File: src/rtl/uartmon_pkg.sv
package uartmon_pkg;

   typedef enum logic [2:0] {
      FS_IDLE,
      FS_ESC,
      FS_BRK,
      FS_HOME,
      FS_BIT,
      FS_SPACE,
      FS_CR,
      FS_LF
   } fmt_state_t;

   localparam logic [7:0] CH_ESC   = 8'h1B;
   localparam logic [7:0] CH_BRK   = 8'h5B;
   localparam logic [7:0] CH_HOME  = 8'h48;
   localparam logic [7:0] CH_ZERO  = 8'h30;
   localparam logic [7:0] CH_ONE   = 8'h31;
   localparam logic [7:0] CH_SPACE = 8'h20;
   localparam logic [7:0] CH_CR    = 8'h0D;
   localparam logic [7:0] CH_LF    = 8'h0A;

   localparam int unsigned FRAME_TAIL_BITS = 9;

endpackage

File: src/rtl/uartmon_sync.sv
module uartmon_sync #(
   parameter int unsigned WIDTH  = 64,
   parameter int unsigned STAGES = 2
) (
   input  logic             clk,
   input  logic             rst_n,
   input  logic [WIDTH-1:0] d_in,
   output logic [WIDTH-1:0] d_out
);

   logic [WIDTH-1:0] stg [STAGES];

   always_ff @(posedge clk or negedge rst_n) begin
      if (!rst_n) stg[0] <= '0;
      else        stg[0] <= d_in;
   end

   for (genvar s = 1; s < STAGES; s++) begin : g_stage
      always_ff @(posedge clk or negedge rst_n) begin
         if (!rst_n) stg[s] <= '0;
         else        stg[s] <= stg[s-1];
      end
   end

   assign d_out = stg[STAGES-1];

endmodule

File: src/rtl/uartmon_baud.sv
module uartmon_baud #(
   parameter int unsigned DIV = 98
) (
   input  logic clk,
   input  logic rst_n,
   input  logic en,
   input  logic restart,
   output logic tick
);

   localparam int unsigned CW = (DIV > 1) ? $clog2(DIV) : 1;
   localparam logic [CW-1:0] LAST = CW'(DIV - 1);

   logic [CW-1:0] cnt;

   always_ff @(posedge clk or negedge rst_n) begin
      if (!rst_n)       cnt <= '0;
      else if (restart) cnt <= '0;
      else if (en)      cnt <= (cnt == LAST) ? '0 : cnt + 1'b1;
   end

   assign tick = en && (cnt == LAST);

endmodule

File: src/rtl/uartmon_tx.sv
module uartmon_tx import uartmon_pkg::*; #(
   parameter int unsigned DIV = 98
) (
   input  logic       clk,
   input  logic       rst_n,
   input  logic       cts_n,
   input  logic       valid,
   input  logic [7:0] data,
   output logic       ready,
   output logic       idle,
   output logic       tick,
   output logic       txd
);

   logic       busy;
   logic [8:0] shreg;
   logic [3:0] bits_left;
   logic       accept;

   assign ready  = !busy && !cts_n;
   assign accept = valid && ready;
   assign idle   = !busy;

   uartmon_baud #(.DIV(DIV)) baud_i (
      .clk     (clk),
      .rst_n   (rst_n),
      .en      (busy),
      .restart (accept),
      .tick    (tick)
   );

   always_ff @(posedge clk or negedge rst_n) begin
      if (!rst_n) begin
         busy      <= 1'b0;
         shreg     <= '1;
         bits_left <= '0;
         txd       <= 1'b1;
      end else if (accept) begin
         busy      <= 1'b1;
         shreg     <= {1'b1, data};
         bits_left <= 4'(FRAME_TAIL_BITS);
         txd       <= 1'b0;
      end else if (tick) begin
         if (bits_left != '0) begin
            txd       <= shreg[0];
            shreg     <= {1'b1, shreg[8:1]};
            bits_left <= bits_left - 1'b1;
         end else begin
            busy <= 1'b0;
         end
      end
   end

endmodule

File: src/rtl/uartmon_fmt.sv
module uartmon_fmt import uartmon_pkg::*; #(
   parameter int unsigned WIDTH = 64,
   parameter int unsigned GROUP = 8,
   parameter int unsigned LINE  = 32
) (
   input  logic             clk,
   input  logic             rst_n,
   input  logic             start,
   input  logic [WIDTH-1:0] sample,
   input  logic             ready,
   output logic [WIDTH-1:0] snap,
   output logic             busy,
   output logic             valid,
   output logic [7:0]       data
);

   localparam int unsigned IW = (WIDTH > 1) ? $clog2(WIDTH) : 1;
   localparam int unsigned GW = (GROUP > 1) ? $clog2(GROUP) : 1;
   localparam int unsigned LW = (LINE  > 1) ? $clog2(LINE)  : 1;
   localparam logic [IW-1:0] IDX_TOP  = IW'(WIDTH - 1);
   localparam logic [GW-1:0] GRP_LAST = GW'(GROUP - 1);
   localparam logic [LW-1:0] LIN_LAST = LW'(LINE - 1);

   fmt_state_t    state;
   logic [IW-1:0] bit_idx;
   logic [GW-1:0] grp_cnt;
   logic [LW-1:0] line_cnt;
   logic          tail;
   logic          take;
   logic          last_bit;
   logic          grp_end;
   logic          line_end;

   assign busy     = (state != FS_IDLE);
   assign valid    = busy;
   assign take     = valid && ready;
   assign last_bit = (bit_idx == '0);
   assign grp_end  = (grp_cnt == GRP_LAST);
   assign line_end = (line_cnt == LIN_LAST);

   always_comb begin
      case (state)
         FS_ESC:   data = CH_ESC;
         FS_BRK:   data = CH_BRK;
         FS_HOME:  data = CH_HOME;
         FS_BIT:   data = snap[bit_idx] ? CH_ONE : CH_ZERO;
         FS_SPACE: data = CH_SPACE;
         FS_CR:    data = CH_CR;
         FS_LF:    data = CH_LF;
         default:  data = 8'h00;
      endcase
   end

   always_ff @(posedge clk or negedge rst_n) begin
      if (!rst_n) begin
         state    <= FS_IDLE;
         snap     <= '0;
         bit_idx  <= '0;
         grp_cnt  <= '0;
         line_cnt <= '0;
         tail     <= 1'b0;
      end else if (state == FS_IDLE) begin
         if (start) begin
            snap     <= sample;
            bit_idx  <= IDX_TOP;
            grp_cnt  <= '0;
            line_cnt <= '0;
            tail     <= 1'b0;
            state    <= FS_ESC;
         end
      end else if (take) begin
         case (state)
            FS_ESC:  state <= FS_BRK;
            FS_BRK:  state <= FS_HOME;
            FS_HOME: state <= FS_BIT;
            FS_BIT: begin
               grp_cnt  <= grp_end  ? '0 : grp_cnt + 1'b1;
               line_cnt <= line_end ? '0 : line_cnt + 1'b1;
               if (last_bit) tail <= 1'b1;
               else          bit_idx <= bit_idx - 1'b1;
               if (line_end || last_bit) state <= FS_CR;
               else if (grp_end)         state <= FS_SPACE;
               else                      state <= FS_BIT;
            end
            FS_SPACE: state <= FS_BIT;
            FS_CR:    state <= FS_LF;
            FS_LF:    state <= tail ? FS_IDLE : FS_BIT;
            default:  state <= FS_IDLE;
         endcase
      end
   end

endmodule

File: src/rtl/uart_bit_monitor.sv
module uart_bit_monitor #(
   parameter int unsigned CLK_HZ      = 90_000_000,
   parameter int unsigned BAUD        = 921_600,
   parameter int unsigned WIDTH       = 64,
   parameter int unsigned GROUP       = 8,
   parameter int unsigned LINE        = 32,
   parameter int unsigned SYNC_STAGES = 2
) (
   input  logic             clk,
   input  logic             rst_n,
   input  logic [WIDTH-1:0] obs_in,
   output logic             txd,
   output logic             rts_n,
   input  logic             cts_n
);

   localparam int unsigned DIV = (CLK_HZ + BAUD / 2) / BAUD;

   if (WIDTH < 2) begin : g_chk_width
      $error("uart_bit_monitor: WIDTH must be at least 2");
   end
   if (GROUP < 1 || LINE < GROUP || (LINE % GROUP) != 0) begin : g_chk_layout
      $error("uart_bit_monitor: LINE must be a positive multiple of GROUP");
   end
   if (DIV < 2) begin : g_chk_div
      $error("uart_bit_monitor: CLK_HZ / BAUD must be at least 2");
   end
   if (SYNC_STAGES < 1) begin : g_chk_sync
      $error("uart_bit_monitor: SYNC_STAGES must be at least 1");
   end

   logic [WIDTH-1:0] sync_val;
   logic [WIDTH-1:0] snap;
   logic             fmt_busy;
   logic             first_pend;
   logic             start_upd;
   logic             byte_valid;
   logic [7:0]       byte_data;
   logic             byte_ready;
   logic             tx_idle;
   logic             baud_tick;

   uartmon_sync #(.WIDTH(WIDTH), .STAGES(SYNC_STAGES)) sync_i (
      .clk   (clk),
      .rst_n (rst_n),
      .d_in  (obs_in),
      .d_out (sync_val)
   );

   assign start_upd = !fmt_busy && (first_pend || (sync_val != snap));

   always_ff @(posedge clk or negedge rst_n) begin
      if (!rst_n)         first_pend <= 1'b1;
      else if (start_upd) first_pend <= 1'b0;
   end

   uartmon_fmt #(.WIDTH(WIDTH), .GROUP(GROUP), .LINE(LINE)) fmt_i (
      .clk    (clk),
      .rst_n  (rst_n),
      .start  (start_upd),
      .sample (sync_val),
      .ready  (byte_ready),
      .snap   (snap),
      .busy   (fmt_busy),
      .valid  (byte_valid),
      .data   (byte_data)
   );

   uartmon_tx #(.DIV(DIV)) tx_i (
      .clk   (clk),
      .rst_n (rst_n),
      .cts_n (cts_n),
      .valid (byte_valid),
      .data  (byte_data),
      .ready (byte_ready),
      .idle  (tx_idle),
      .tick  (baud_tick),
      .txd   (txd)
   );

   assign rts_n = !(fmt_busy || !tx_idle);

endmodule

File: config.mk
export PLATFORM = sky130hd
export DESIGN_NAME = uart_bit_monitor
export DESIGN_NICKNAME = d
export VERILOG_FILES = /design/src/rtl/uartmon_pkg.sv /design/src/rtl/uartmon_sync.sv /design/src/rtl/uartmon_baud.sv /design/src/rtl/uartmon_tx.sv /design/src/rtl/uartmon_fmt.sv /design/src/rtl/uart_bit_monitor.sv
export SDC_FILE = /design/constraint.sdc
export NUM_CORES = 1
export LEC_CHECK = 0
export CAP_MARGIN = 20
export CORE_MARGIN = 1.5
export CORE_UTILIZATION = 25
export CTS_BUF_LIST = sky130_fd_sc_hd__clkbuf_8 sky130_fd_sc_hd__clkbuf_16
export DETAILED_ROUTE_END_ITERATION = 12
export MAX_ROUTING_LAYER = met4
export PLACE_DENSITY_LB_ADDON = 0.15
export SLEW_MARGIN = 5
export SYNTH_ARGS = -nofsm -noshare
export SYNTH_HDL_FRONTEND = slang
export SYNTH_HIERARCHICAL = 1
export SYNTH_SLANG_ARGS = --single-unit
File: constraint.sdc
create_clock -name clk -period 2.7 [get_ports clk]
set_clock_uncertainty 0.15 [all_clocks]
set_input_delay 0.405 -clock clk [delete_from_list [all_inputs] [get_ports clk]]
set_output_delay 0.405 -clock clk [all_outputs]
set_load 0.05 [all_outputs]
* Word-level counts from Yosys, hierarchy flattened
Index checks and enable logic that the tools add are counted.
Storage, ports and cells: bits in registers 233, input bits 67
Operators by class: eq/ne operators 14, $lt $le $gt $ge 1, reduce and logical (&&, ||, !) cells 29, add/sub/neg operators 5, multiplexer cells 46
Operators by type and width (number):
- inequality test 64 bit | 1
- case mux 8 bit (7 select lines) | 1
- 2-to-1 mux 3 bit | 10
- 2-to-1 mux 6 bit | 5
- 2-to-1 mux 9 bit | 3
- 2-to-1 mux 5 bit | 5
- 2-to-1 mux 7 bit | 3
- case mux 3 bit (6 select lines) | 1
- equality test 3 bit (second input constant) | 5
- 2-to-1 mux 1 bit | 14
- 2-to-1 mux 4 bit | 3
- nonzero test 2 bit | 6
- AND reduction 2 bit | 4
- AND reduction 4 bit | 2
- adder 7 x 1 -> 7 bit (second input constant) | 1
- equality test 7 bit (second input constant) | 1
- < comparator 6 x 7 -> 1 bit (second input constant) | 1
- binary-select mux 1 bit (select 6 bit) | 1
- equality test 3 x 2 -> 1 bit (second input constant) | 2
- zero test 6 bit | 1
- subtractor 6 x 1 -> 6 bit (second input constant) | 1
- adder 5 x 1 -> 5 bit (second input constant) | 1
- equality test 5 bit (second input constant) | 1
- logical AND 1 bit | 4
- other kinds (12) | 18

* Depth between registers and ports, before layout
Gate-level depths: netlist (run 1).
word-level depth 6, mapped depth 11, depth with buffers taken out 10

* By module
The synthesis (run 1) kept the hierarchy.
By module, submodules not included:
- uartmon_fmt | instances 1, cells each 439, area an instance 4121.5 um^2
- uartmon_sync | instances 1, cells each 192, area an instance 3683.5 um^2
- uart_bit_monitor | instances 1, cells each 108, area an instance 813.3 um^2
- uartmon_tx | instances 1, cells each 79, area an instance 725.7 um^2
- uartmon_baud | instances 1, cells each 45, area an instance 430.4 um^2

* Worst setup path before layout (run 1)
Ideal clock, no wire load.
path type register -> register, from register fmt_i.state[2], to register fmt_i.line_cnt[3], path slack 185 ps, library setup time 95 ps, cell stages (with the launch flop) 10, arrival time 2270 ps, buffers on the path 2, clock period less this slack 2515 ps, cells stage by stage dfrtp_1 > buf_6 > nor3_2 > inv_1 > a41oi_1 > mux2i_1 > or3_1 > clkbuf_1 > or3_1 > o31ai_1
On the way: word-level cells in the longest chain between the ends 5, elaborated cells between the ends (all ways) 11
RTL lines:
- start, declared | RTL line uartmon_fmt.sv:24 | fmt_state_t state;
- start signal, assigned | RTL line uartmon_fmt.sv:87 | FS_LF: state <= tail ? FS_IDLE : FS_BIT;
- nonzero test 3 bit | RTL line uartmon_fmt.sv:34 | assign busy = (state != FS_IDLE);
- net fmt_busy | RTL line uart_bit_monitor.sv:34 | logic fmt_busy;
- zero test 1 bit | RTL line uart_bit_monitor.sv:50 | assign start_upd = !fmt_busy && (first_pend || (sync_val != snap));
- logical AND 1 bit | RTL line uart_bit_monitor.sv:50
- net start_upd | RTL line uart_bit_monitor.sv:36 | logic start_upd;
- inequality test 2 x 1 -> 1 bit (no source line)
- AND reduction 3 bit (no source line)
- end signal, assigned | RTL line uartmon_fmt.sv:78 | line_cnt <= line_end ? '0 : line_cnt + 1'b1;
- end, declared | RTL line uartmon_fmt.sv:27 | logic [LW-1:0] line_cnt;
The timed path passes the listed nets, and every way through them passes these cells. A chain may end at the register's enable or synchronous reset.

* Final worst setup path (run 1)
from register fmt_i.snap[56], to register fmt_i.line_cnt[3]
On the way: word-level cells in the longest chain between the ends 5
RTL lines:
- start, declared | RTL line uartmon_fmt.sv:11 | output logic [WIDTH-1:0] snap,
- start signal, assigned | RTL line uartmon_fmt.sv:64 | snap <= sample;
- inequality test 64 bit | RTL line uart_bit_monitor.sv:50
- logical OR 1 bit | RTL line uart_bit_monitor.sv:50
- logical AND 1 bit | RTL line uart_bit_monitor.sv:50
- net start_upd | RTL line uart_bit_monitor.sv:36
- inequality test 2 x 1 -> 1 bit (no source line)
- AND reduction 3 bit (no source line)
The timed path passes the listed nets, and every way through them passes these cells.

==> metrics.txt, run 1 <==
# TYPE chip_impl_metric gauge
chip_impl_info{name="hold_path.class",value="in2reg"} 1
chip_impl_metric{name="number_of_register_bits_inferred_by_synthesis",unit=""} 232
chip_impl_metric{name="ys_async_sr_fraction",unit="%"} 100
chip_impl_metric{name="clkSlewWorstSetupHoldPaths",unit="ns"} 0.06
chip_impl_metric{name="syn-cell-area",unit="um2"} 9770
chip_impl_metric{name="detail_route.first_pass.iterations",unit=""} 5
chip_impl_info{name="grt_setup_unrepaired",value="true"} 1
chip_impl_metric{name="mappedNetlistNets",unit=""} 939
chip_impl_metric{name="grt_pass1_vias",unit=""} 6428
chip_impl_info{name="post-synth-top-area-cell",value="dfrtp_1"} 1
chip_impl_metric{name="multi_input_comb_area",unit="um2"} 3250
chip_impl_metric{name="synth.distinct_cells",unit=""} 70
chip_impl_metric{name="irDropWorstVdd",unit="mV"} 0.401
chip_impl_metric{name="finalHoldViolations",unit=""} 0
chip_impl_metric{name="power.share.sequential",unit="%"} 48.4
chip_impl_metric{name="p_leak",unit="nW"} 5.74
chip_impl_metric{name="grt_remaining_overflow",unit=""} 0
chip_impl_metric{name="drt-vias-per-instance",unit=""} 4.15
chip_impl_metric{name="gpl.final_weighted_congestion",unit=""} 0.756
chip_impl_metric{name="ant_nets",unit=""} 0
chip_impl_info{name="crit-reg2reg-launch",value="fmt_i/snap[56]$_DFFE_PN0P_"} 1
chip_impl_metric{name="critical_path.max_fanout",unit=""} 8
chip_impl_metric{name="cts_made_buffers",unit=""} 28
chip_impl_metric{name="postSynthCellCount",unit=""} 863
chip_impl_metric{name="grt_max_degree",unit=""} 78
chip_impl_info{name="end_kind",value="flop"} 1
chip_impl_metric{name="design.core.area",unit="um2"} 38600
chip_impl_info{name="synth_top_cells_by_area",value="dfrtp_1 57%, nand2_1 8.3%, buf_4 5.2%"} 1
chip_impl_metric{name="final-setup-viol-count",unit=""} 23
chip_impl_metric{name="initial_core_util",unit="%"} 25.3
chip_impl_info{name="crit_type",value="reg2reg"} 1
chip_impl_metric{name="count_of_antenna_diodes_in_the_layout",unit=""} 0
chip_impl_metric{name="seqCellArea",unit="um2"} 5820
chip_impl_metric{name="synth_sequential_area_ratio",unit="%"} 59.5
chip_impl_metric{name="final_period_minus_worst_setup_slack",unit="ns"} 2.75
chip_impl_metric{name="portBuffers",unit=""} 68
chip_impl_metric{name="worst_slack",unit="ns"} -0.0508
chip_impl_metric{name="fillCellCount",unit=""} 3938
chip_impl_metric{name="finalNetCount",unit=""} 1038
chip_impl_metric{name="drc",unit=""} 0
chip_impl_metric{name="finalNonFillerCells",unit=""} 1500
chip_impl_metric{name="worst_ep_required_time",unit="ns"} 2.99
chip_impl_metric{name="die_h",unit="um"} 201
chip_impl_metric{name="power_per_cell_area",unit="nW/um2"} 602
chip_impl_metric{name="power_frac_comb",unit="%"} 3.2
chip_impl_metric{name="intPower",unit="mW"} 5.85
chip_impl_metric{name="clock-sinks",unit=""} 232
chip_impl_metric{name="maxCapViolCount",unit=""} 0
chip_impl_metric{name="via_count",unit=""} 6225
chip_impl_metric{name="total_switching_power",unit="mW"} 1.66
chip_impl_metric{name="reg2regPathDepth",unit=""} 10
chip_impl_metric{name="power.switching_fraction",unit="%"} 22.2
chip_impl_metric{name="dieArea",unit="um2"} 40300
chip_impl_metric{name="r2r_slack",unit="ns"} -0.05
chip_impl_info{name="outcome",value="complete, but fails checks"} 1
chip_impl_metric{name="insertion_delay",unit="ns"} 0.57
chip_impl_metric{name="min_period_over_period",unit="%"} 102
chip_impl_info{name="critPathLaunch",value="fmt_i/snap[56]$_DFFE_PN0P_"} 1
chip_impl_info{name="cts_tree",value="built"} 1
chip_impl_info{name="setup.worst_path.start_class",value="flop"} 1
chip_impl_metric{name="avgRoutedWirePerCell",unit="um"} 16.8
chip_impl_metric{name="aggregate_routed_wire_length",unit="um"} 25200
chip_impl_metric{name="accumulated_negative_setup_slack",unit="ns"} -0.540
chip_impl_metric{name="core.rowCount",unit=""} 72
chip_impl_metric{name="grt_usage",unit="%"} 12.1
chip_impl_metric{name="tightestPinTransition",unit="ns"} 0.687
chip_impl_metric{name="yosysWarnings",unit=""} 6
chip_impl_metric{name="crit_arrival",unit="ns"} 3.04
chip_impl_metric{name="die_w",unit="um"} 201
chip_impl_metric{name="flow.area_growth_from_synthesis",unit="%"} 27.7
chip_impl_info{name="critical_path.reg2reg.endpoint",value="fmt_i/line_cnt[3]$_DFFE_PN0P_"} 1
chip_impl_metric{name="drt_iter0_markers",unit=""} 356
chip_impl_metric{name="io-pin-count",unit=""} 69
chip_impl_info{name="violated_checks",value="setup timing"} 1
chip_impl_metric{name="clock_tree.htree_level_count",unit=""} 1
chip_impl_metric{name="layout-drive-gt1-share",unit="%"} 19.7
chip_impl_metric{name="grt_first_pass_wirelength",unit="um"} 37300
chip_impl_metric{name="yosysTopAreaCellShare",unit="%"} 56.8
chip_impl_metric{name="cts_buffer_depth",unit=""} 3
chip_impl_metric{name="maxSlewHeadroom",unit="%"} 54.2
chip_impl_metric{name="placed_cells",unit=""} 1426
chip_impl_info{name="cts-root-buf",value="clkbuf_16"} 1
chip_impl_info{name="crit_path_end",value="fmt_i/line_cnt[3]$_DFFE_PN0P_"} 1
chip_impl_metric{name="syn-mean-instance-area",unit="um2"} 11.3
chip_impl_metric{name="dpl.hpwl",unit="um"} 15800
chip_impl_metric{name="grt_antenna_before_repair",unit=""} 0
chip_impl_metric{name="report.final.slew_viol_count",unit=""} 0
chip_impl_metric{name="power.share.clock",unit="%"} 48.4
chip_impl_metric{name="synth-edff-count",unit=""} 0
chip_impl_metric{name="fmax",unit="MHz"} 364
chip_impl_info{name="synth_flop_cell",value="dfrtp_1"} 1
## worst min path at each step
stage                              from                            to  slack [ns]  depth (start not counted)
6_report                      obs_in[5]      sync_i/stg[69]$_DFF_PN0_        0.12                          1
5_1_grt                      obs_in[32]      sync_i/stg[96]$_DFF_PN0_        0.10                          1
2_1_floorplan                     rst_n  fmt_i/bit_idx[0]$_DFFE_PN0P_       -0.04                          0
3_5_place_dp   sync_i/stg[92]$_DFF_PN0_    sync_i/d_out[28]$_DFF_PN0_        0.18                          0
3_3_place_gp   sync_i/stg[92]$_DFF_PN0_    sync_i/d_out[28]$_DFF_PN0_        0.18                          0
4_1_cts                       obs_in[8]      sync_i/stg[72]$_DFF_PN0_        0.09                          1
## metal layers
layer | share of wire (%) | track usage, % | vias to the layer above
li1 | - | - | 3008
met1 | 46 | 15.7 | 3068
met3 | 3.5 | 1.87 | 41
met5 | 0 | - | -
met2 | 48 | 19.8 | 108
met4 | 2.3 | 3.36 | 0
## cell usage in the layout, fill, tap and decap left out, drive strengths merged, types with 2 or more instances in the layout
master / netlist / routed
nand2: 215 / 216
clkdlybuf4s50: 0 / 66
inv: 25 / 31
nand4: 12 / 12
xnor2: 26 / 26
a31oi: 10 / 10
or3b: 2 / 2
clkbuf: 19 / 45
and3: 4 / 4
ha: 9 / 9
nor3: 8 / 8
a21oi: 20 / 20
buf: 80 / 88
mux2: 4 / 4
nand3: 15 / 15
nor4: 12 / 12
clkinvlp: 0 / 2
mux4: 14 / 14
o31ai: 2 / 2
nor2: 21 / 21
a311oi: 2 / 2
and2: 5 / 6
a221oi: 4 / 4
dfrtp: 222 / 222
a2111o: 2 / 2
clkinv: 1 / 8
o21ai: 22 / 22
xor2: 28 / 28
nor2b: 11 / 11
a2111oi: 2 / 2
or3: 4 / 4
nand2b: 12 / 12
dfstp: 10 / 10
o2111ai: 2 / 2
a21o: 3 / 3
mux2i: 6 / 6
or2b: 3 / 3
o22ai: 7 / 7
nor3b: 3 / 3
## cell usage after synthesis, types with 12 or more instances
cell / number
nor4_1: 12
nor2_1: 21
nand2b_1: 12
dfrtp_1: 222
xor2_1: 28
xnor2_1: 26
nand2_1: 215
clkbuf_1: 14
nand3_1: 14
a21oi_1: 20
inv_1: 23
buf_4: 68
o21ai_0: 20
## metrics by stage
step / util [%] / area (um2) / setup WS, ns / hold WS [ns] / power, mW
final: 32.3 / 12500 / -0.0508 / 0.122 / 7.51
after global routing: 32.3 / 12500 / -0.135 / 0.102 / 7.82
after CTS: 31.1 / 12000 / 0.0174 / 0.0926 / 7.67
after detailed placement: 28.5 / 11000 / -0.396 / 0.185 / 3.95
after global placement: 28.5 / 11000 / -0.377 / 0.184 / 3.95
after floorplan: - / 9770 / 0.185 / -0.0406 / 3.78
## cell type report
cell class                 instances  share of cell area (%)
sequential                       232                    46.6
multi-input combinational        508                    26.1
clock buffer                      34                    6.27
tap                              518                    5.19
inverter                          26                   0.782
timing repair buffer             166                    14.1
clock inverter                    16                    1.02
## flip-flops by register name, indices dropped and copies added (netlist names)
register and flops:
fmt_i/snap 64, sync_i/d_out 64, sync_i/stg 64, tx_i/shreg 8
tx_i/baud_i/cnt 7, fmt_i/bit_idx 6, fmt_i/line_cnt 5, tx_i/bits_left 4
fmt_i/grp_cnt 3, fmt_i/state 3, first_pend 1, fmt_i/tail 1
tx_i/busy 1, tx_i/txd 1
## cells by family after synthesis
group	count (synthesis)	share of synthesized area, %
AO/OA/AOI/OAI	84	5.72
XOR/XNOR	54	4.84
adder cells (fa/ha/maj)	9	1.15
buffers and inverters	125	8.53
flip-flops	232	59.5
multiplexers	24	4.52
other	1	0.0384
AND/OR/NAND/NOR	334	15.7
## critical path, cell delays in order (launching register included)
cell	delay [ns]
dfrtp_1	0.41
xor2_1	0.18
nor4_2	0.33
nand4_1	0.22
nor4_4	0.36
a41oi_4	0.21
mux2i_2	0.26
or3_1	0.19
buf_4	0.17
o21ai_0	0.09
o31ai_1	0.07
## power groups by stage
| stage | logic [mW] | clock network (mW) | registers [mW] |
|---|---|---|---|
| 2_1_floorplan | 0.124 | 0 | 3.66 |
| 3_3_place_gp | 0.253 | 0 | 3.70 |
| 3_5_place_dp | 0.250 | 0 | 3.70 |
| 4_1_cts | 0.255 | 3.77 | 3.64 |
| 5_1_grt | 0.273 | 3.90 | 3.64 |
| 6_report | 0.244 | 3.64 | 3.63 |
## repair_timing
item	in CTS	in global routing
gates resized for setup	7	16
buffers inserted	1	1
setup endpoints to repair	81	80
hold endpoints to repair	72	0
pin swaps	3	7
gates cloned	0	21
hold buffers	1	0
(Power assumes the default switching activity.)
==> inputs of run 2 (changes only) <==
PLACE_DENSITY = 0.42   (was default)
PLACE_DENSITY_LB_ADDON = default   (was 0.15)
==> metrics.txt, run 2 (same netlist as run 1, synthesis figures left out) <==
# TYPE chip_impl_metric gauge
chip_impl_metric{name="tightestPinTransition",unit="ns"} 0.793
chip_impl_metric{name="design.core.area",unit="um2"} 38600
chip_impl_info{name="end_kind",value="flop"} 1
chip_impl_metric{name="final.hold.worst_slack",unit="ns"} 0.130
chip_impl_info{name="crit_type",value="reg2reg"} 1
chip_impl_metric{name="dpl.hpwl",unit="um"} 15900
chip_impl_metric{name="grt_antenna_before_repair",unit=""} 0
chip_impl_metric{name="io-pin-count",unit=""} 69
chip_impl_info{name="crit-reg2reg-launch",value="fmt_i/snap[15]$_DFFE_PN0P_"} 1
chip_impl_metric{name="worst_ep_required_time",unit="ns"} 3.00
chip_impl_metric{name="core.rowCount",unit=""} 72
chip_impl_metric{name="placedInstanceArea",unit="um2"} 11000
chip_impl_metric{name="fillCellCount",unit=""} 3934
chip_impl_info{name="start_point_of_the_worst_min_delay_path",value="obs_in[50]"} 1
chip_impl_metric{name="crit_arrival",unit="ns"} 2.95
chip_impl_metric{name="clock_tree.htree_level_count",unit=""} 1
chip_impl_metric{name="grt_usage",unit="%"} 12.1
chip_impl_metric{name="maxSlewHeadroom",unit="%"} 47.1
chip_impl_metric{name="flow.area_growth_from_synthesis",unit="%"} 25.0
chip_impl_metric{name="final-setup-viol-count",unit=""} 0
chip_impl_metric{name="die_w",unit="um"} 201
chip_impl_metric{name="p_leak",unit="nW"} 5.59
chip_impl_metric{name="irDropWorstVdd",unit="mV"} 0.444
chip_impl_metric{name="pre_cts_slack",unit="ns"} -0.0839
chip_impl_info{name="grt_setup_unrepaired",value="true"} 1
chip_impl_metric{name="layout-drive-gt1-share",unit="%"} 18.4
chip_impl_metric{name="placed_cells",unit=""} 1418
chip_impl_metric{name="grt_first_pass_wirelength",unit="um"} 37100
chip_impl_metric{name="cts_buffer_depth",unit=""} 3
chip_impl_info{name="outcome",value="complete, no violations"} 1
chip_impl_metric{name="worst_slack",unit="ns"} 0.0548
chip_impl_info{name="mostFrequentLayoutCell",value="dfrtp_1"} 1
chip_impl_metric{name="cts_made_buffers",unit=""} 27
chip_impl_metric{name="report.final.slew_viol_count",unit=""} 0
chip_impl_info{name="cts-root-buf",value="clkbuf_16"} 1
chip_impl_info{name="cts_tree",value="built"} 1
chip_impl_metric{name="grt_max_degree",unit=""} 91
chip_impl_metric{name="critical_path.max_fanout",unit=""} 6
chip_impl_metric{name="finalInstanceArea",unit="um2"} 12200
chip_impl_metric{name="insertion_delay",unit="ns"} 0.56
chip_impl_metric{name="via_count",unit=""} 6060
chip_impl_metric{name="finalNetCount",unit=""} 1012
chip_impl_metric{name="detail_route.first_pass.iterations",unit=""} 5
chip_impl_metric{name="gpl.final_weighted_congestion",unit=""} 0.802
chip_impl_metric{name="fmax",unit="MHz"} 378
chip_impl_metric{name="ant_nets",unit=""} 0
chip_impl_metric{name="avgRoutedWirePerCell",unit="um"} 15.8
chip_impl_metric{name="clkSlewWorstSetupHoldPaths",unit="ns"} 0.06
chip_impl_metric{name="grt_pass1_vias",unit=""} 6341
chip_impl_metric{name="dieArea",unit="um2"} 40300
chip_impl_metric{name="drc",unit=""} 0
chip_impl_info{name="critPathLaunch",value="fmt_i/snap[15]$_DFFE_PN0P_"} 1
chip_impl_metric{name="grt_remaining_overflow",unit=""} 0
chip_impl_metric{name="r2r_slack",unit="ns"} 0.05
chip_impl_metric{name="die_h",unit="um"} 201
chip_impl_metric{name="maxCapViolCount",unit=""} 0
chip_impl_info{name="most-common-layout-cells",value="222 x dfrtp_1, 214 x nand2_1, 66 x clkdlybuf4s50_1"} 1
chip_impl_metric{name="clock-sinks",unit=""} 232
chip_impl_metric{name="min_period_over_period",unit="%"} 98.0
chip_impl_info{name="setup.worst_path.start_class",value="flop"} 1
chip_impl_info{name="hold_path.class",value="in2reg"} 1
chip_impl_metric{name="finalNonFillerCells",unit=""} 1475
chip_impl_metric{name="drt_iter0_markers",unit=""} 237
chip_impl_metric{name="aggregate_routed_wire_length",unit="um"} 23300
chip_impl_metric{name="drt-vias-per-instance",unit=""} 4.11
chip_impl_metric{name="count_of_antenna_diodes_in_the_layout",unit=""} 0
chip_impl_metric{name="portBuffers",unit=""} 68
chip_impl_metric{name="final_period_minus_worst_setup_slack",unit="ns"} 2.65
chip_impl_metric{name="power_per_cell_area",unit="nW/um2"} 629
chip_impl_metric{name="finalHoldViolations",unit=""} 0
chip_impl_metric{name="initial_core_util",unit="%"} 25.3
chip_impl_metric{name="accumulated_negative_setup_slack",unit="ns"} 0
-- run 2: cell types whose count changed in the layout (fill, tap and decap cells not counted), moves of 3 or more --
cell       change
buf_6          -4
clkbuf_16     -11
buf_12         +6
buf_4         -11
clkinv_2       -3
-- run 2: metal layers --
layer  wire (um)  vias to the layer above  GRT usage (%)
li1            -                     2954              -
met3         822                       47           2.35
met2       11000                       96           19.2
met1       10800                     2963           15.6
met5           0                        -              -
met4         697                        0           3.81
-- run 2: final cells by class --
cell class / instances / area [um2] / area share, %
repair buffers: 143 / 1410 / 11.6
clock buffers: 34 / 772 / 6.32
inverters: 26 / 97.6 / 0.799
multi-input cells: 506 / 3310 / 27.1
well taps: 518 / 648 / 5.30
flip-flops and latches: 232 / 5820 / 47.6
clock inverters: 16 / 166 / 1.36
-- run 2: repair_timing --
item,4_1_cts,5_1_grt
pin swaps,0,13
endpoints found under the hold margin,82,0
hold buffers,1,0
gates cloned,0,1
endpoints found under the setup margin,73,80
gates resized for setup,4,30
buffers inserted,0,7
-- run 2: final timing paths --
check,to,depth (start not counted)
max,fmt_i/bit_idx[4]$_DFFE_PN0P_,10
min,sync_i/stg[114]$_DFF_PN0_,1
max reg2reg,fmt_i/bit_idx[4]$_DFFE_PN0P_,10
min reg2reg,sync_i/d_out[54]$_DFF_PN0_,0
max in group asynchronous,tx_i/shreg[4]$_DFFE_PN1P_,3
min in group asynchronous,sync_i/d_out[58]$_DFF_PN0_,2
-- run 2: critical path, cell delays in order (launching register included) --
cell and delay (ns):
dfrtp_1 0.41, nor2b_1 0.16, a2111oi_2 0.38, nand4_1 0.21, nor4_4 0.33, a41oi_4 0.18
mux2i_4 0.22, nor3_4 0.08, and4_1 0.19, xnor2_1 0.16, nand2_1 0.07
-- run 2: where the power goes --
part	internal, mW	switching [mW]	total (mW)	leakage (nW)
Clock	2.31	1.49	3.79	0.496
Combinational	0.135	0.121	0.256	2.26
Sequential	3.58	0.0593	3.64	2.84
-- run 2: metrics by stage --
stage	power, mW	util, %
global route	8.02	31.6
finish	7.68	31.6
detailed placement	3.95	28.5
floorplan	3.78	-
CTS	7.86	31.0
global placement	3.96	28.5
==> inputs of run 3 (changes only) <==
SYNTH_HIERARCHICAL = default   (was 1)
==> metrics.txt, run 3 <==
# TYPE chip_impl_metric gauge
chip_impl_info{name="outcome",value="complete, no violations"} 1
chip_impl_metric{name="grt_usage",unit="%"} 11.4
chip_impl_metric{name="maxCapViolCount",unit=""} 0
chip_impl_metric{name="portBuffers",unit=""} 68
chip_impl_metric{name="finalHoldViolations",unit=""} 0
chip_impl_metric{name="grt_first_pass_wirelength",unit="um"} 33000
chip_impl_metric{name="ant_nets",unit=""} 0
chip_impl_metric{name="yosysWarnings",unit=""} 0
chip_impl_metric{name="power_per_cell_area",unit="nW/um2"} 873
chip_impl_metric{name="placedInstanceArea",unit="um2"} 10700
chip_impl_metric{name="clkSlewWorstSetupHoldPaths",unit="ns"} 0.06
chip_impl_metric{name="die_h",unit="um"} 195
chip_impl_metric{name="synth-edff-count",unit=""} 0
chip_impl_metric{name="final-setup-viol-count",unit=""} 0
chip_impl_metric{name="pre_cts_slack",unit="ns"} 0.0701
chip_impl_info{name="cts-root-buf",value="clkbuf_16"} 1
chip_impl_metric{name="accumulated_negative_setup_slack",unit="ns"} 0
chip_impl_metric{name="dieArea",unit="um2"} 38100
chip_impl_metric{name="clock_tree.htree_level_count",unit=""} 1
chip_impl_metric{name="io-pin-count",unit=""} 69
chip_impl_metric{name="intPower",unit="mW"} 7.58
chip_impl_metric{name="insertion_delay",unit="ns"} 0.53
chip_impl_metric{name="mappedNetlistNets",unit=""} 723
chip_impl_metric{name="synth_sequential_area_ratio",unit="%"} 63.1
chip_impl_metric{name="finalInstanceArea",unit="um2"} 11700
chip_impl_metric{name="drt_iter0_markers",unit=""} 235
chip_impl_metric{name="avgRoutedWirePerCell",unit="um"} 16.3
chip_impl_metric{name="flow.area_growth_from_synthesis",unit="%"} 27.1
chip_impl_metric{name="core.rowCount",unit=""} 70
chip_impl_metric{name="finalNetCount",unit=""} 834
chip_impl_metric{name="die_w",unit="um"} 195
chip_impl_metric{name="grt_remaining_overflow",unit=""} 0
chip_impl_info{name="most-common-layout-cells",value="222 x dfrtp_1, 66 x clkdlybuf4s50_1, 62 x xnor2_1"} 1
chip_impl_metric{name="power.share.sequential",unit="%"} 43.9
chip_impl_metric{name="power_frac_comb",unit="%"} 17.2
chip_impl_info{name="synth_flop_cell",value="dfrtp_1"} 1
chip_impl_metric{name="dpl.hpwl",unit="um"} 14100
chip_impl_metric{name="postSynthCellCount",unit=""} 647
chip_impl_info{name="end_kind",value="flop"} 1
chip_impl_metric{name="worst_ep_required_time",unit="ns"} 2.96
chip_impl_metric{name="power.share.clock",unit="%"} 38.9
chip_impl_metric{name="detail_route.first_pass.iterations",unit=""} 4
chip_impl_metric{name="placed_cells",unit=""} 1196
chip_impl_info{name="grt_setup_unrepaired",value="false"} 1
chip_impl_info{name="setup.worst_path.start_class",value="flop"} 1
chip_impl_metric{name="irDropWorstVdd",unit="mV"} 0.396
chip_impl_metric{name="fmax",unit="MHz"} 383
chip_impl_info{name="synth_most_common_cell",value="dfrtp_1"} 1
chip_impl_info{name="mostFrequentLayoutCell",value="dfrtp_1"} 1
chip_impl_info{name="cts_tree",value="built"} 1
chip_impl_metric{name="totalPowerFinal",unit="mW"} 10.2
chip_impl_info{name="synth_top_cells_by_area",value="dfrtp_1 60%, mux2_4 8.0%, xnor2_1 5.9%"} 1
chip_impl_metric{name="clock-sinks",unit=""} 232
chip_impl_info{name="post-synth-top-area-cell",value="dfrtp_1"} 1
chip_impl_metric{name="number_of_register_bits_inferred_by_synthesis",unit=""} 232
chip_impl_info{name="crit_type",value="reg2reg"} 1
chip_impl_metric{name="final_period_minus_worst_setup_slack",unit="ns"} 2.61
chip_impl_metric{name="cts_buffer_depth",unit=""} 3
chip_impl_metric{name="maxSlewHeadroom",unit="%"} 55.7
chip_impl_metric{name="syn-mean-instance-area",unit="um2"} 14.3
chip_impl_metric{name="count_of_antenna_diodes_in_the_layout",unit=""} 0
chip_impl_metric{name="report.final.slew_viol_count",unit=""} 0
chip_impl_metric{name="layout-drive-gt1-share",unit="%"} 23.1
chip_impl_info{name="hold_path.class",value="in2reg"} 1
chip_impl_metric{name="critical_path.max_fanout",unit=""} 24
chip_impl_metric{name="cts.repair_timing.setup_buffer_count",unit=""} 0
chip_impl_metric{name="syn-cell-area",unit="um2"} 9220
chip_impl_metric{name="ys_async_sr_fraction",unit="%"} 100
chip_impl_metric{name="cts_made_buffers",unit=""} 27
chip_impl_metric{name="min_period_over_period",unit="%"} 96.8
chip_impl_metric{name="p_leak",unit="nW"} 4.97
chip_impl_metric{name="initial_core_util",unit="%"} 25.3
chip_impl_metric{name="via_count",unit=""} 5225
chip_impl_metric{name="design.core.area",unit="um2"} 36400
chip_impl_metric{name="tightestPinTransition",unit="ns"} 0.665
chip_impl_metric{name="aggregate_routed_wire_length",unit="um"} 20300
chip_impl_metric{name="grt_antenna_before_repair",unit=""} 0
chip_impl_metric{name="crit_arrival",unit="ns"} 2.87
chip_impl_metric{name="total_switching_power",unit="mW"} 2.66
chip_impl_metric{name="worst_slack",unit="ns"} 0.0869
chip_impl_metric{name="drc",unit=""} 0
chip_impl_info{name="ys_top_cells_by_count",value="222 x dfrtp_1, 62 x xnor2_1, 49 x mux2_4, 31 x nand2_1"} 1
chip_impl_metric{name="synth.distinct_cells",unit=""} 51
chip_impl_metric{name="grt_pass1_vias",unit=""} 5732
chip_impl_metric{name="power.switching_fraction",unit="%"} 26.0
chip_impl_metric{name="gpl.final_weighted_congestion",unit=""} 0.751
chip_impl_metric{name="drt-vias-per-instance",unit=""} 4.19
chip_impl_metric{name="grt_max_degree",unit=""} 75
chip_impl_metric{name="yosysTopAreaCellShare",unit="%"} 60.2
chip_impl_metric{name="finalNonFillerCells",unit=""} 1246
## run 3: cells by family after synthesis
group / count (synthesis) / share of synthesized area [%]
AOI/OAI and AO/OA: 77 / 5.33
muxes: 92 / 14.2
buffers and inverters: 36 / 2.55
DFF: 232 / 63.1
adders and majority gates: 9 / 1.22
xor gates and xnor gates: 66 / 6.27
and+or+nand+nor: 135 / 7.34
## run 3: worst paths after layout
kind                                             from                    endpoint  slack, ns  cells after the start
min in group asynchronous                       rst_n   sync_i.d_out[4]$_DFF_PN0_       0.29                      2
max in group asynchronous                       rst_n  fmt_i.snap[25]$_DFFE_PN0P_       1.35                      3
hold reg to reg              sync_i.stg[99]$_DFF_PN0_  sync_i.d_out[35]$_DFF_PN0_       0.19                      0
setup / recovery           fmt_i.snap[58]$_DFFE_PN0P_  fmt_i.snap[44]$_DFFE_PN0P_       0.09                      7
setup reg to reg           fmt_i.snap[58]$_DFFE_PN0P_  fmt_i.snap[44]$_DFFE_PN0P_       0.09                      7
hold / removal                             obs_in[36]   sync_i.stg[100]$_DFF_PN0_       0.15                      1
## run 3: final cells by class
type	instances	area, um2
clock buffer	31	731
sequential	232	5820
fill	3620	24700
timing repair buffer	108	1110
tap	468	586
multi-input combinational	379	3180
inverter	10	37.5
clock inverter	18	262
## run 3: power groups by stage
stage                     registers, mW  clock network, mW  logic [mW]
final                              4.50               3.99        1.76
after global routing               4.59               4.27        1.95
after CTS                          4.51               4.14        1.79
after detailed placement           4.56                  0        1.78
after global placement             4.56                  0        1.78
after floorplan                    4.36                  0        1.25
## run 3: per-layer routing
metal / vias to the layer above / GRT usage (%) / share of wire (%)
met2: 84 / 18.2 / 48
met4: 0 / 3.56 / 2.6
met3: 34 / 1.88 / 3.5
met5: - / - / 0
li1: 2506 / - / -
met1: 2601 / 14.9 / 46
## run 3: worst max-delay path, cell delays in order, from the launching register on
cell and delay (ns):
dfrtp_1 0.40, xnor2_1 0.20, nand2_1 0.06, or4_1 0.46, or4_4 0.44, o21a_4 0.25, buf_12 0.18, mux2_4 0.31
## run 3: metrics by stage
| step | util, % | hold WS [ns] |
|---|---|---|
| after global placement | 29.4 | 0.183 |
| after floorplan | - | -0.0406 |
| after global routing | 32.2 | 0.135 |
| final | 32.2 | 0.154 |
| after detailed placement | 29.4 | 0.185 |
| after CTS | 32.2 | 0.127 |
## run 3: timing repair
| item | 4_1_cts | 5_1_grt |
|---|---|---|
| hold buffers | 1 | 0 |
| hold endpoints to repair | 65 | 0 |
| endpoints found under the setup margin | 0 | 52 |
| gates resized for setup | 0 | 3 |
